File: config.mk
export PLATFORM = sky130hd
export DESIGN_NAME = seg_hash_fault
export DESIGN_NICKNAME = d
export VERILOG_FILES = /design/src/rtl/seg_pkg.sv /design/src/rtl/seg_regfile.sv /design/src/rtl/seg_hash.sv /design/src/rtl/fault_enc.sv /design/src/rtl/seg_hash_fault.sv
export SDC_FILE = /design/constraint.sdc
export NUM_CORES = 1
export LEC_CHECK = 0
export ABC_AREA = 0
export BUFFER_PORTS_ARGS = -buffer_cell sky130_fd_sc_hd__buf_4
export CORE_MARGIN = 1.5
export CORE_UTILIZATION = 35
export CTS_CLUSTER_SIZE = 25
export DETAILED_ROUTE_END_ITERATION = 10
export SLEW_MARGIN = 20
export SYNTH_ARGS = -nofsm -noshare
export SYNTH_HDL_FRONTEND = slang
export SYNTH_HIERARCHICAL = 1
export SYNTH_SLANG_ARGS = --single-unit
File: constraint.sdc
create_clock -name clk_i -period 6.9 [get_ports clk_i]
set_input_delay 1.38 -clock clk_i [delete_from_list [all_inputs] [get_ports clk_i]]
set_output_delay 1.38 -clock clk_i [all_outputs]
set_load 0.01 [all_outputs]
File: src/rtl/seg_pkg.sv
package seg_pkg;
  typedef enum logic [1:0] {
    ACC_LOAD  = 2'd0,
    ACC_STORE = 2'd1,
    ACC_FETCH = 2'd2,
    ACC_LOAD2 = 2'd3
  } acc_e;

  typedef enum logic [2:0] {
    XC_NONE  = 3'd0,
    XC_IMISS = 3'd1,
    XC_LMISS = 3'd2,
    XC_SMISS = 3'd3,
    XC_IPROT = 3'd4,
    XC_DPROT = 3'd5
  } xc_e;

  // segment word field positions
  localparam int SR_T  = 31;
  localparam int SR_KS = 30;
  localparam int SR_KP = 29;
  localparam int SR_N  = 28;

  localparam int ERR_SMISS_B = 16;
  localparam int ERR_IMISS_B = 18;
  localparam int ERR_KEY_B   = 19;

  localparam logic [31:0] ERR_IPROT  = 32'h0800_0000;
  localparam logic [31:0] ERR_NOEXEC = 32'h1000_0000;
  localparam logic [31:0] ST_DSTORE  = 32'h0A00_0000;
  localparam logic [31:0] ST_DLOAD   = 32'h0800_0000;

  typedef struct packed {
    xc_e         xc;
    logic        ds;
    logic        cmp_set;
    logic        cap_addr;
    logic [31:0] err;
    logic [31:0] stat;
  } fault_t;
endpackage

File: src/rtl/seg_regfile.sv
module seg_regfile #(
  parameter int NSEG = 16,
  parameter int SR_W = 32,
  localparam int SEL_W = $clog2(NSEG)
) (
  input  logic             clk_i,
  input  logic             rst_ni,
  input  logic             we_i,
  input  logic [SEL_W-1:0] widx_i,
  input  logic [SR_W-1:0]  wdata_i,
  input  logic [SEL_W-1:0] ridx_i,
  output logic [SR_W-1:0]  rdata_o
);
  logic [NSEG-1:0]           wen;
  logic [NSEG-1:0][SR_W-1:0] regs_q;

  for (genvar g = 0; g < NSEG; g++) begin : g_wdec
    assign wen[g] = we_i && (widx_i == SEL_W'(g));
  end

  always_ff @(posedge clk_i or negedge rst_ni) begin
    if (!rst_ni) begin
      regs_q <= '0;
    end else begin
      for (int i = 0; i < NSEG; i++)
        if (wen[i]) regs_q[i] <= wdata_i;
    end
  end

  assign rdata_o = regs_q[ridx_i];
endmodule

File: src/rtl/seg_hash.sv
module seg_hash
  import seg_pkg::*;
#(
  parameter int AW      = 32,
  parameter int SR_W    = 32,
  parameter int VSID_W  = 24,
  parameter int PIDX_W  = 16,
  parameter int PAGE_SH = 12,
  parameter int API_W   = 6,
  parameter int HASH_W  = 19,
  parameter int GRP_SH  = 6,
  localparam int TAG_W  = VSID_W + 1 + API_W
) (
  input  logic [SR_W-1:0]   sr_i,
  input  logic [AW-1:0]     ea_i,
  input  logic              user_i,
  input  logic [AW-1:0]     base_i,
  input  logic [HASH_W-1:0] mask_i,
  output logic              key_o,
  output logic              t_o,
  output logic              n_o,
  output logic [TAG_W-1:0]  tag_o,
  output logic [AW-1:0]     grp1_o,
  output logic [AW-1:0]     grp2_o
);
  logic [VSID_W-1:0] vsid;
  logic [PIDX_W-1:0] pidx;
  logic [VSID_W-1:0] hash;
  logic [HASH_W-1:0] h1, h2;

  assign vsid  = sr_i[VSID_W-1:0];
  assign pidx  = ea_i[PAGE_SH +: PIDX_W];
  assign hash  = vsid ^ VSID_W'(pidx);
  assign key_o = user_i ? sr_i[SR_KP] : sr_i[SR_KS];
  assign t_o   = sr_i[SR_T];
  assign n_o   = sr_i[SR_N];
  // bit between segment id and page abbreviation is the secondary-hash flag, zero here
  assign tag_o = {vsid, 1'b0, pidx[PIDX_W-1 -: API_W]};

  assign h1     = hash[HASH_W-1:0] & mask_i;
  assign h2     = ~hash[HASH_W-1:0] & mask_i;
  assign grp1_o = base_i | (AW'(h1) << GRP_SH);
  assign grp2_o = base_i | (AW'(h2) << GRP_SH);
endmodule

File: src/rtl/fault_enc.sv
module fault_enc
  import seg_pkg::*;
(
  input  logic [1:0] acc_i,
  input  logic       key_i,
  input  logic       t_i,
  input  logic       n_i,
  input  logic       hit_i,
  input  logic       perm_i,
  output fault_t     res_o
);
  logic is_f, is_s;
  assign is_f = (acc_i == ACC_FETCH);
  assign is_s = (acc_i == ACC_STORE);

  always_comb begin
    res_o          = '0;
    res_o.xc       = XC_NONE;
    if (is_f) begin
      if (t_i || n_i) begin
        res_o.xc  = XC_IPROT;
        res_o.err = ERR_NOEXEC;
      end else if (!hit_i) begin
        res_o.xc              = XC_IMISS;
        res_o.err[ERR_IMISS_B] = 1'b1;
        res_o.err[ERR_KEY_B]   = key_i;
        res_o.cmp_set         = 1'b1;
        res_o.cap_addr        = 1'b1;
      end else if (!perm_i) begin
        res_o.xc  = XC_IPROT;
        res_o.err = ERR_IPROT;
      end
    end else if (t_i) begin
      // direct-store: store needs key set, load needs key clear
      if (is_s ? key_i : !key_i) begin
        res_o.ds = 1'b1;
      end else begin
        res_o.xc       = XC_DPROT;
        res_o.stat     = is_s ? ST_DSTORE : ST_DLOAD;
        res_o.cap_addr = 1'b1;
      end
    end else if (!hit_i) begin
      res_o.xc             = is_s ? XC_SMISS : XC_LMISS;
      res_o.err[ERR_SMISS_B] = is_s;
      res_o.err[ERR_KEY_B]   = key_i;
      res_o.cmp_set        = 1'b1;
      res_o.cap_addr       = 1'b1;
    end else if (!perm_i) begin
      res_o.xc       = XC_DPROT;
      res_o.stat     = is_s ? ST_DSTORE : ST_DLOAD;
      res_o.cap_addr = 1'b1;
    end
  end
endmodule

File: src/rtl/seg_hash_fault.sv
module seg_hash_fault
  import seg_pkg::*;
#(
  parameter int AW      = 32,
  parameter int NSEG    = 16,
  parameter int VSID_W  = 24,
  parameter int PAGE_SH = 12,
  parameter int API_W   = 6,
  parameter int HASH_W  = 19,
  parameter int GRP_SH  = 6,
  localparam int SEL_W  = $clog2(NSEG),
  localparam int PIDX_W = AW - SEL_W - PAGE_SH,
  localparam int TAG_W  = VSID_W + 1 + API_W
) (
  input  logic              clk_i,
  input  logic              rst_ni,
  input  logic              seg_we_i,
  input  logic [SEL_W-1:0]  seg_widx_i,
  input  logic [AW-1:0]     seg_wdata_i,
  input  logic [AW-1:0]     tbl_base_i,
  input  logic [HASH_W-1:0] tbl_mask_i,
  input  logic              req_valid_i,
  input  logic [AW-1:0]     ea_i,
  input  logic [1:0]        acc_i,
  input  logic              user_i,
  input  logic              tlb_hit_i,
  input  logic              tlb_perm_ok_i,
  input  logic              ack_i,
  output logic              done_o,
  output logic              fault_o,
  output logic [2:0]        excp_o,
  output logic [AW-1:0]     err_o,
  output logic [AW-1:0]     stat_o,
  output logic [AW-1:0]     far_o,
  output logic [AW-1:0]     cmp_o,
  output logic              key_o,
  output logic              ds_o,
  output logic [TAG_W-1:0]  tag_o,
  output logic [AW-1:0]     grp1_o,
  output logic [AW-1:0]     grp2_o
);
  logic [AW-1:0]    sr_rd;
  logic             key_c, t_c, n_c;
  logic [TAG_W-1:0] tag_c;
  logic [AW-1:0]    g1_c, g2_c, cmp_c;
  fault_t           fr;
  logic             accept;

  seg_regfile #(.NSEG(NSEG), .SR_W(AW)) u_sr (
    .clk_i   (clk_i),
    .rst_ni  (rst_ni),
    .we_i    (seg_we_i),
    .widx_i  (seg_widx_i),
    .wdata_i (seg_wdata_i),
    .ridx_i  (ea_i[AW-1 -: SEL_W]),
    .rdata_o (sr_rd)
  );

  seg_hash #(
    .AW(AW), .SR_W(AW), .VSID_W(VSID_W), .PIDX_W(PIDX_W), .PAGE_SH(PAGE_SH),
    .API_W(API_W), .HASH_W(HASH_W), .GRP_SH(GRP_SH)
  ) u_hash (
    .sr_i   (sr_rd),
    .ea_i   (ea_i),
    .user_i (user_i),
    .base_i (tbl_base_i),
    .mask_i (tbl_mask_i),
    .key_o  (key_c),
    .t_o    (t_c),
    .n_o    (n_c),
    .tag_o  (tag_c),
    .grp1_o (g1_c),
    .grp2_o (g2_c)
  );

  fault_enc u_enc (
    .acc_i  (acc_i),
    .key_i  (key_c),
    .t_i    (t_c),
    .n_i    (n_c),
    .hit_i  (tlb_hit_i),
    .perm_i (tlb_perm_ok_i),
    .res_o  (fr)
  );

  always_comb begin
    cmp_c = '0;
    if (fr.cmp_set) begin
      cmp_c[AW-1]      = 1'b1;
      cmp_c[TAG_W-1:0] = tag_c;
    end
  end

  assign accept = req_valid_i && !fault_o;

  always_ff @(posedge clk_i or negedge rst_ni) begin
    if (!rst_ni) begin
      done_o  <= 1'b0;
      fault_o <= 1'b0;
      excp_o  <= '0;
      err_o   <= '0;
      stat_o  <= '0;
      far_o   <= '0;
      cmp_o   <= '0;
      key_o   <= 1'b0;
      ds_o    <= 1'b0;
      tag_o   <= '0;
      grp1_o  <= '0;
      grp2_o  <= '0;
    end else begin
      done_o <= accept;
      if (accept) begin
        fault_o <= (fr.xc != XC_NONE);
        excp_o  <= fr.xc;
        err_o   <= fr.err;
        stat_o  <= fr.stat;
        far_o   <= fr.cap_addr ? ea_i : '0;
        cmp_o   <= cmp_c;
        key_o   <= key_c;
        ds_o    <= fr.ds;
        tag_o   <= tag_c;
        grp1_o  <= g1_c;
        grp2_o  <= g2_c;
      end else if (ack_i) begin
        fault_o <= 1'b0;
      end
    end
  end

  AST_FAULT_HOLD: assert property (@(posedge clk_i) disable iff (!rst_ni)
    fault_o && !ack_i |=> fault_o && $stable(excp_o) && $stable(far_o)) else $error("fault hold");
  AST_NO_ACCEPT: assert property (@(posedge clk_i) disable iff (!rst_ni)
    fault_o |=> !done_o) else $error("accept while faulted");
  AST_DONE_SRC: assert property (@(posedge clk_i) disable iff (!rst_ni)
    done_o |-> $past(req_valid_i)) else $error("done without request");
  AST_CLEAN_OK: assert property (@(posedge clk_i) disable iff (!rst_ni)
    done_o && !fault_o |-> excp_o == XC_NONE) else $error("success with class");
  AST_FAULT_CLASS: assert property (@(posedge clk_i) disable iff (!rst_ni)
    fault_o |-> excp_o != XC_NONE) else $error("fault without class");
  AST_MISS_CMP: assert property (@(posedge clk_i) disable iff (!rst_ni)
    done_o && (excp_o == XC_IMISS || excp_o == XC_LMISS || excp_o == XC_SMISS)
    |-> cmp_o[AW-1] && far_o == $past(ea_i)) else $error("miss capture");
  AST_IPROT_CODE: assert property (@(posedge clk_i) disable iff (!rst_ni)
    done_o && excp_o == XC_IPROT |-> err_o == ERR_IPROT || err_o == ERR_NOEXEC) else $error("fetch prot code");
endmodule

# Word level (Yosys, flattened, before mapping)
# Index checks and enable logic that the tools add are counted.
totals:
  wordCells: 124
  reg_bits: 741
  input_bits: 129
  out_inout_bits: 230
op_classes:
  n_lt_le_gt_ge: 1
  bitwise_logic: 6
  n_reduce_logical: 23
  eq_ne: 17
  mux: 49
op_table:
  columns: ["cell", "n"]
  rows:
  - ["32-bit 2-to-1 mux", 9]
  - ["32-bit binary-select mux with 4-bit select", 1]
  - ["32-bit by 25-bit OR with 32-bit output", 2]
  - ["19-bit AND", 2]
  - ["4-bit == test (second input constant)", 8]
  - ["28-bit 2-to-1 mux", 1]
  - ["26-bit 2-to-1 mux", 1]
  - ["12-bit 2-to-1 mux", 2]
  - ["3-bit 2-to-1 mux", 8]
  - ["1-bit 2-to-1 mux", 20]
  - ["19-bit inverter", 1]
  - ["19-bit by 16-bit XOR with 19-bit output", 1]
  - ["18-bit 2-to-1 mux", 1]
  - ["1-bit logical AND", 17]
  - ["4-bit by 3-bit == test with 1-bit output (second input constant)", 4]
  - ["16-bit 2-to-1 mux", 1]
  - ["2-bit 2-to-1 mux", 5]
  - ["4-bit by 2-bit == test with 1-bit output (second input constant)", 2]
  - ["4-bit by 5-bit < comparator with 1-bit output (second input constant)", 1]
  - ["4-bit by 1-bit == test with 1-bit output (second input constant)", 1]
  - ["4-bit logical NOT", 1]
  - ["3-bit nonzero test", 1]
  - ["2-bit by 1-bit == test with 1-bit output (second input constant)", 1]
  - ["2-bit == test (second input constant)", 1]
  - ["3 further kinds", 4]

# Longest topological paths before layout
logic_depth:
  depth_word: 10
  mapped_depth: 14
  depth_no_buf: 11

# By module
# The synthesis kept the hierarchy.
modules_own_cells:
  columns: ["mod", "instances", "area_each_um2", "cells_per_inst", "seq_area_each_um2"]
  rows:
  - ["seg_regfile", 1, 22770.6, 1405, 12812.3]
  - ["seg_hash_fault", 1, 9371.5, 620, 5755.5]
  - ["seg_hash", 1, 954.7, 134, 0.0]
  - ["fault_enc", 1, 643.1, 91, 0.0]

# Worst setup path after synthesis
# No wires, ideal clock.
synth_path:
  kind: "input-to-reg"
  startpoint: "input ea_i[28]"
  endpoint: "register far_o[10]"
  arrival_ps: 4030
  slack_ps: 2791
  cell_stages: 14
  setup_ps: 79
  path_buffers: 3
  required_time_ps: 6821
  path_cell_list: "buf_2 buf_2 mux4_2 a22oi_1 nand2_1 mux2_2 inv_1 ha_1 nor2b_1 o21ai_0 nand2_1 clkbuf_1 nand2_1 mux2i_1"
synth_lines:
  columns: ["element", "line", "rtl"]
  rows:
  - ["from (decl)", "seg_hash_fault.sv:23", "input logic [AW-1:0] ea_i,"]
  - ["to (signal assigned)", "seg_hash_fault.sv:117", "far_o <= fr.cap_addr ? ea_i : '0;"]
  - ["to (decl)", "seg_hash_fault.sv:34", "output logic [AW-1:0] far_o,"]

# Final worst setup path
layout_path:
  startpoint: "input ea_i[29]"
  endpoint: "register cmp_o[15]"
layout_via:
  elab_chain_len: 6
  word_cells_on_any_way: 7
  classes_between: "mux (6); reduce/logical (1)"
layout_rtl:
  columns: ["element", "line", "rtl"]
  rows:
  - ["32-bit binary-select mux with 4-bit select", "seg_regfile.sv:30", "assign rdata_o = regs_q[ridx_i];"]
  - ["32-bit 2-to-1 mux (implied by the code)", "seg_regfile.sv:30", null]
  - ["named net sr_rd[28]", "seg_hash_fault.sv:42", "logic [AW-1:0] sr_rd;"]
  - ["1-bit logical OR", "fault_enc.sv:20", "if (t_i || n_i) begin"]
  - ["2-bit 2-to-1 mux", "fault_enc.sv:20", null]
  - ["2-bit 2-to-1 mux", "fault_enc.sv:19", "if (is_f) begin"]
  - ["32-bit 2-to-1 mux", "seg_hash_fault.sv:88", "if (fr.cmp_set) begin"]
  - ["to (signal assigned)", "seg_hash_fault.sv:118", "cmp_o <= cmp_c;"]
  - ["to (decl)", "seg_hash_fault.sv:35", "output logic [AW-1:0] cmp_o,"]
# The timed path passes the listed nets, and every way through them passes these cells. The select of a mux whose other input is x is not followed.
# A chain may end at the register's enable or synchronous reset.

==> impl_results.md <==
* Clock sinks at 678
* WL/cell at 21.7 µm
* Post-Layout Cell Count at 3,549
* Routability cong. at 0.798
* Final instance area at 36,400 µm²
* Clock-pin slew on the worst setup and hold paths at 0.06 ns
* Int Power at 9.31 mW
* Post-CTS resize count at 0
* Layout cells sized above 1 at 51.8%
* F_max at 233 MHz
* Vias in the first global route at 19,403
* Synth Cell Area at 31,000 µm²
* Drt drc at 0
* CTS Root Cell: clkbuf_16
* Total of max-cap violations at 0
* Synth warn at 6
* Sw frac at 27.7%
* GRT Overall Usage at 17.1%
* Worst Setup Path Type: primary input to flip-flop
* First-pass GRT wire length at 119 mm
* Fin crit period at 4.29 ns
* Final period util at 62.2%
* Syn Area/Cell at 14.8 µm²
* Grt ovf at 0
* Slowest CP cell: buf_4
* RSZ-0062 raised after global routing: no
* Initial drt markers at 931
* Syn Inst Count at 2,090
* Initial Utilization at 35.5%
* Clock power share at 30.2%
* # fillers at 7,887
* Top-Level Pins at 359
* Area occupied by multi-input gates at 12,300 µm²
* Register area at 17,000 µm²
* Setup Fix Bufs, Post-CTS at 0
* Worst skew pair latency at 0.62 ns
* Leak Pwr at 16.5 nW
* Seq pwr share at 43.8%
* Commonest non-fill, non-tap cell in the layout: dfrtp_1
* Die area at 90,300 µm²
* Logic pwr share at 25.9%
* R2R Setup Slk at 3.83 ns
* Actual slew at the worst max-slew pin at 0.958 ns
* Via count of the routed design at 17,710
* Cts hold-fix bufs at 0
* CTS tree: built
* Hold Path Class: flip-flop to flip-flop
* Power density over cell area at 354 nW/µm²
* Placed Cells at 3,418
* Crit Path Max Fanout at 46
* Total CTS buffers at 72
* Net Sw Power at 3.56 mW
* Setup Viol. Count Final at 0
* Status: completed
* Worst slew margin at 36.2%
* Drt pass-1 iters at 5
* Area delta synth->final at 17.5%
* Final Hold Violating Endpoints at 0
* CP Capture Type: flip-flop
* Critical Path Max Stage Delay at 0.63 ns
* Peak supply drop at 210 µV
* Core area at 87,200 µm²
* Worst EP arrival at 4.81 ns
* Htree depth at 3
* Die X at 300 µm
* Slew Viols, Final at 0
* Setup TNS at 0 ns
* CP Launch Type: primary input
* Critical Path RT at 7.42 ns
* Largest net degree at the start of global routing at 176
* Number of antenna violations at the first check in global routing at 8
* IO Port Bufs at 354
* Max Root-Sink Buffers at 3
* Final WL at 77.1 mm
* FP Rows at 108
* Post-layout util at 41.8%
* Placed Area at 34,000 µm²
* CP Cell Sequence: buf_4 > buf_4 > mux4_2 > a22oi_1 > nand2_1 > nand3b_1 > nand2_1 > inv_1 > buf_4 > nand2_1 > mux2i_1
* ANT nets after route at 0
* Commonest non-fill, non-tap cells in the layout: dfrtp_1 (678), mux2_2 (510), buf_4 (384)
* Post-Route Skew at 0.0241 ns
* Layout Nets at 2,467
* Detailed Place HPWL at 48.7 mm
* Vias per std cell at 4.99
* Die H at 300 µm
-- stage by stage --
stage | worst slack (ns) | total power [mW] | hold slack (ns)
after floorplan | 2.80 | 7.69 | 0.453
final | 2.61 | 12.9 | 0.489
after global routing | 2.21 | 13.6 | 0.505
after CTS | 2.57 | 13.1 | 0.494
after detailed placement | 1.94 | 9.09 | 0.477
after global placement | 2.02 | 8.90 | 0.462
-- sequential cells by signal, indices dropped and copies added (netlist names) --
name	count
u_sr/regs_q	448
grp1_o	32
excp_o	3
done_o	1
grp2_o	32
ds_o	1
key_o	1
tag_o	31
err_o	32
fault_o	1
far_o	32
cmp_o	32
stat_o	32
-- layout make-up --
class                      count  area share [%]
inverter                      87           0.932
multi-input combinational   1108            33.7
clock inverter                29            1.04
tap                         1155            3.97
timing repair buffer         390            8.21
clock buffer                 100            5.51
sequential                   678            46.6
antenna                        2          0.0137
-- worst max-delay path: cells and delay by family --
family	cells	cell delay, ns
AOI/OAI and AO/OA	1	0.19
buffers and inverters	4	1.94
and+or+nand+nor	4	0.56
muxes	2	0.56
-- worst paths after layout --
check                                      start               end  cells after the start
worst max-delay path                    ea_i[29]         cmp_o[15]                     11
worst min-delay path            u_sr/regs_q[131]  u_sr/regs_q[131]                      1
worst max register to register   u_sr/regs_q[95]         cmp_o[15]                      9
worst min register to register  u_sr/regs_q[131]  u_sr/regs_q[131]                      1
max in group asynchronous                 rst_ni  u_sr/regs_q[498]                      2
min in group asynchronous                 rst_ni          tag_o[1]                      1
-- power by group through the flow --
stage / Sequential (mW) / Combinational (mW) / Clock [mW]
floorplan: 5.77 / 1.92 / 0
global placement: 5.60 / 3.29 / 0
detailed placement: 5.71 / 3.38 / 0
CTS: 5.64 / 3.39 / 4.02
global route: 5.78 / 3.60 / 4.19
finish: 5.64 / 3.34 / 3.89
-- routing by layer --
metal | up-vias | global-route usage, % | share of wire, %
met5 | - | 0 | 0.089
met4 | 12 | 5.35 | 2.3
met3 | 124 | 4.01 | 6.1
met2 | 453 | 28.1 | 48
met1 | 9406 | 22.5 | 43
li1 | 7715 | - | -
Note: power is estimated with default switching activity, not from simulation.
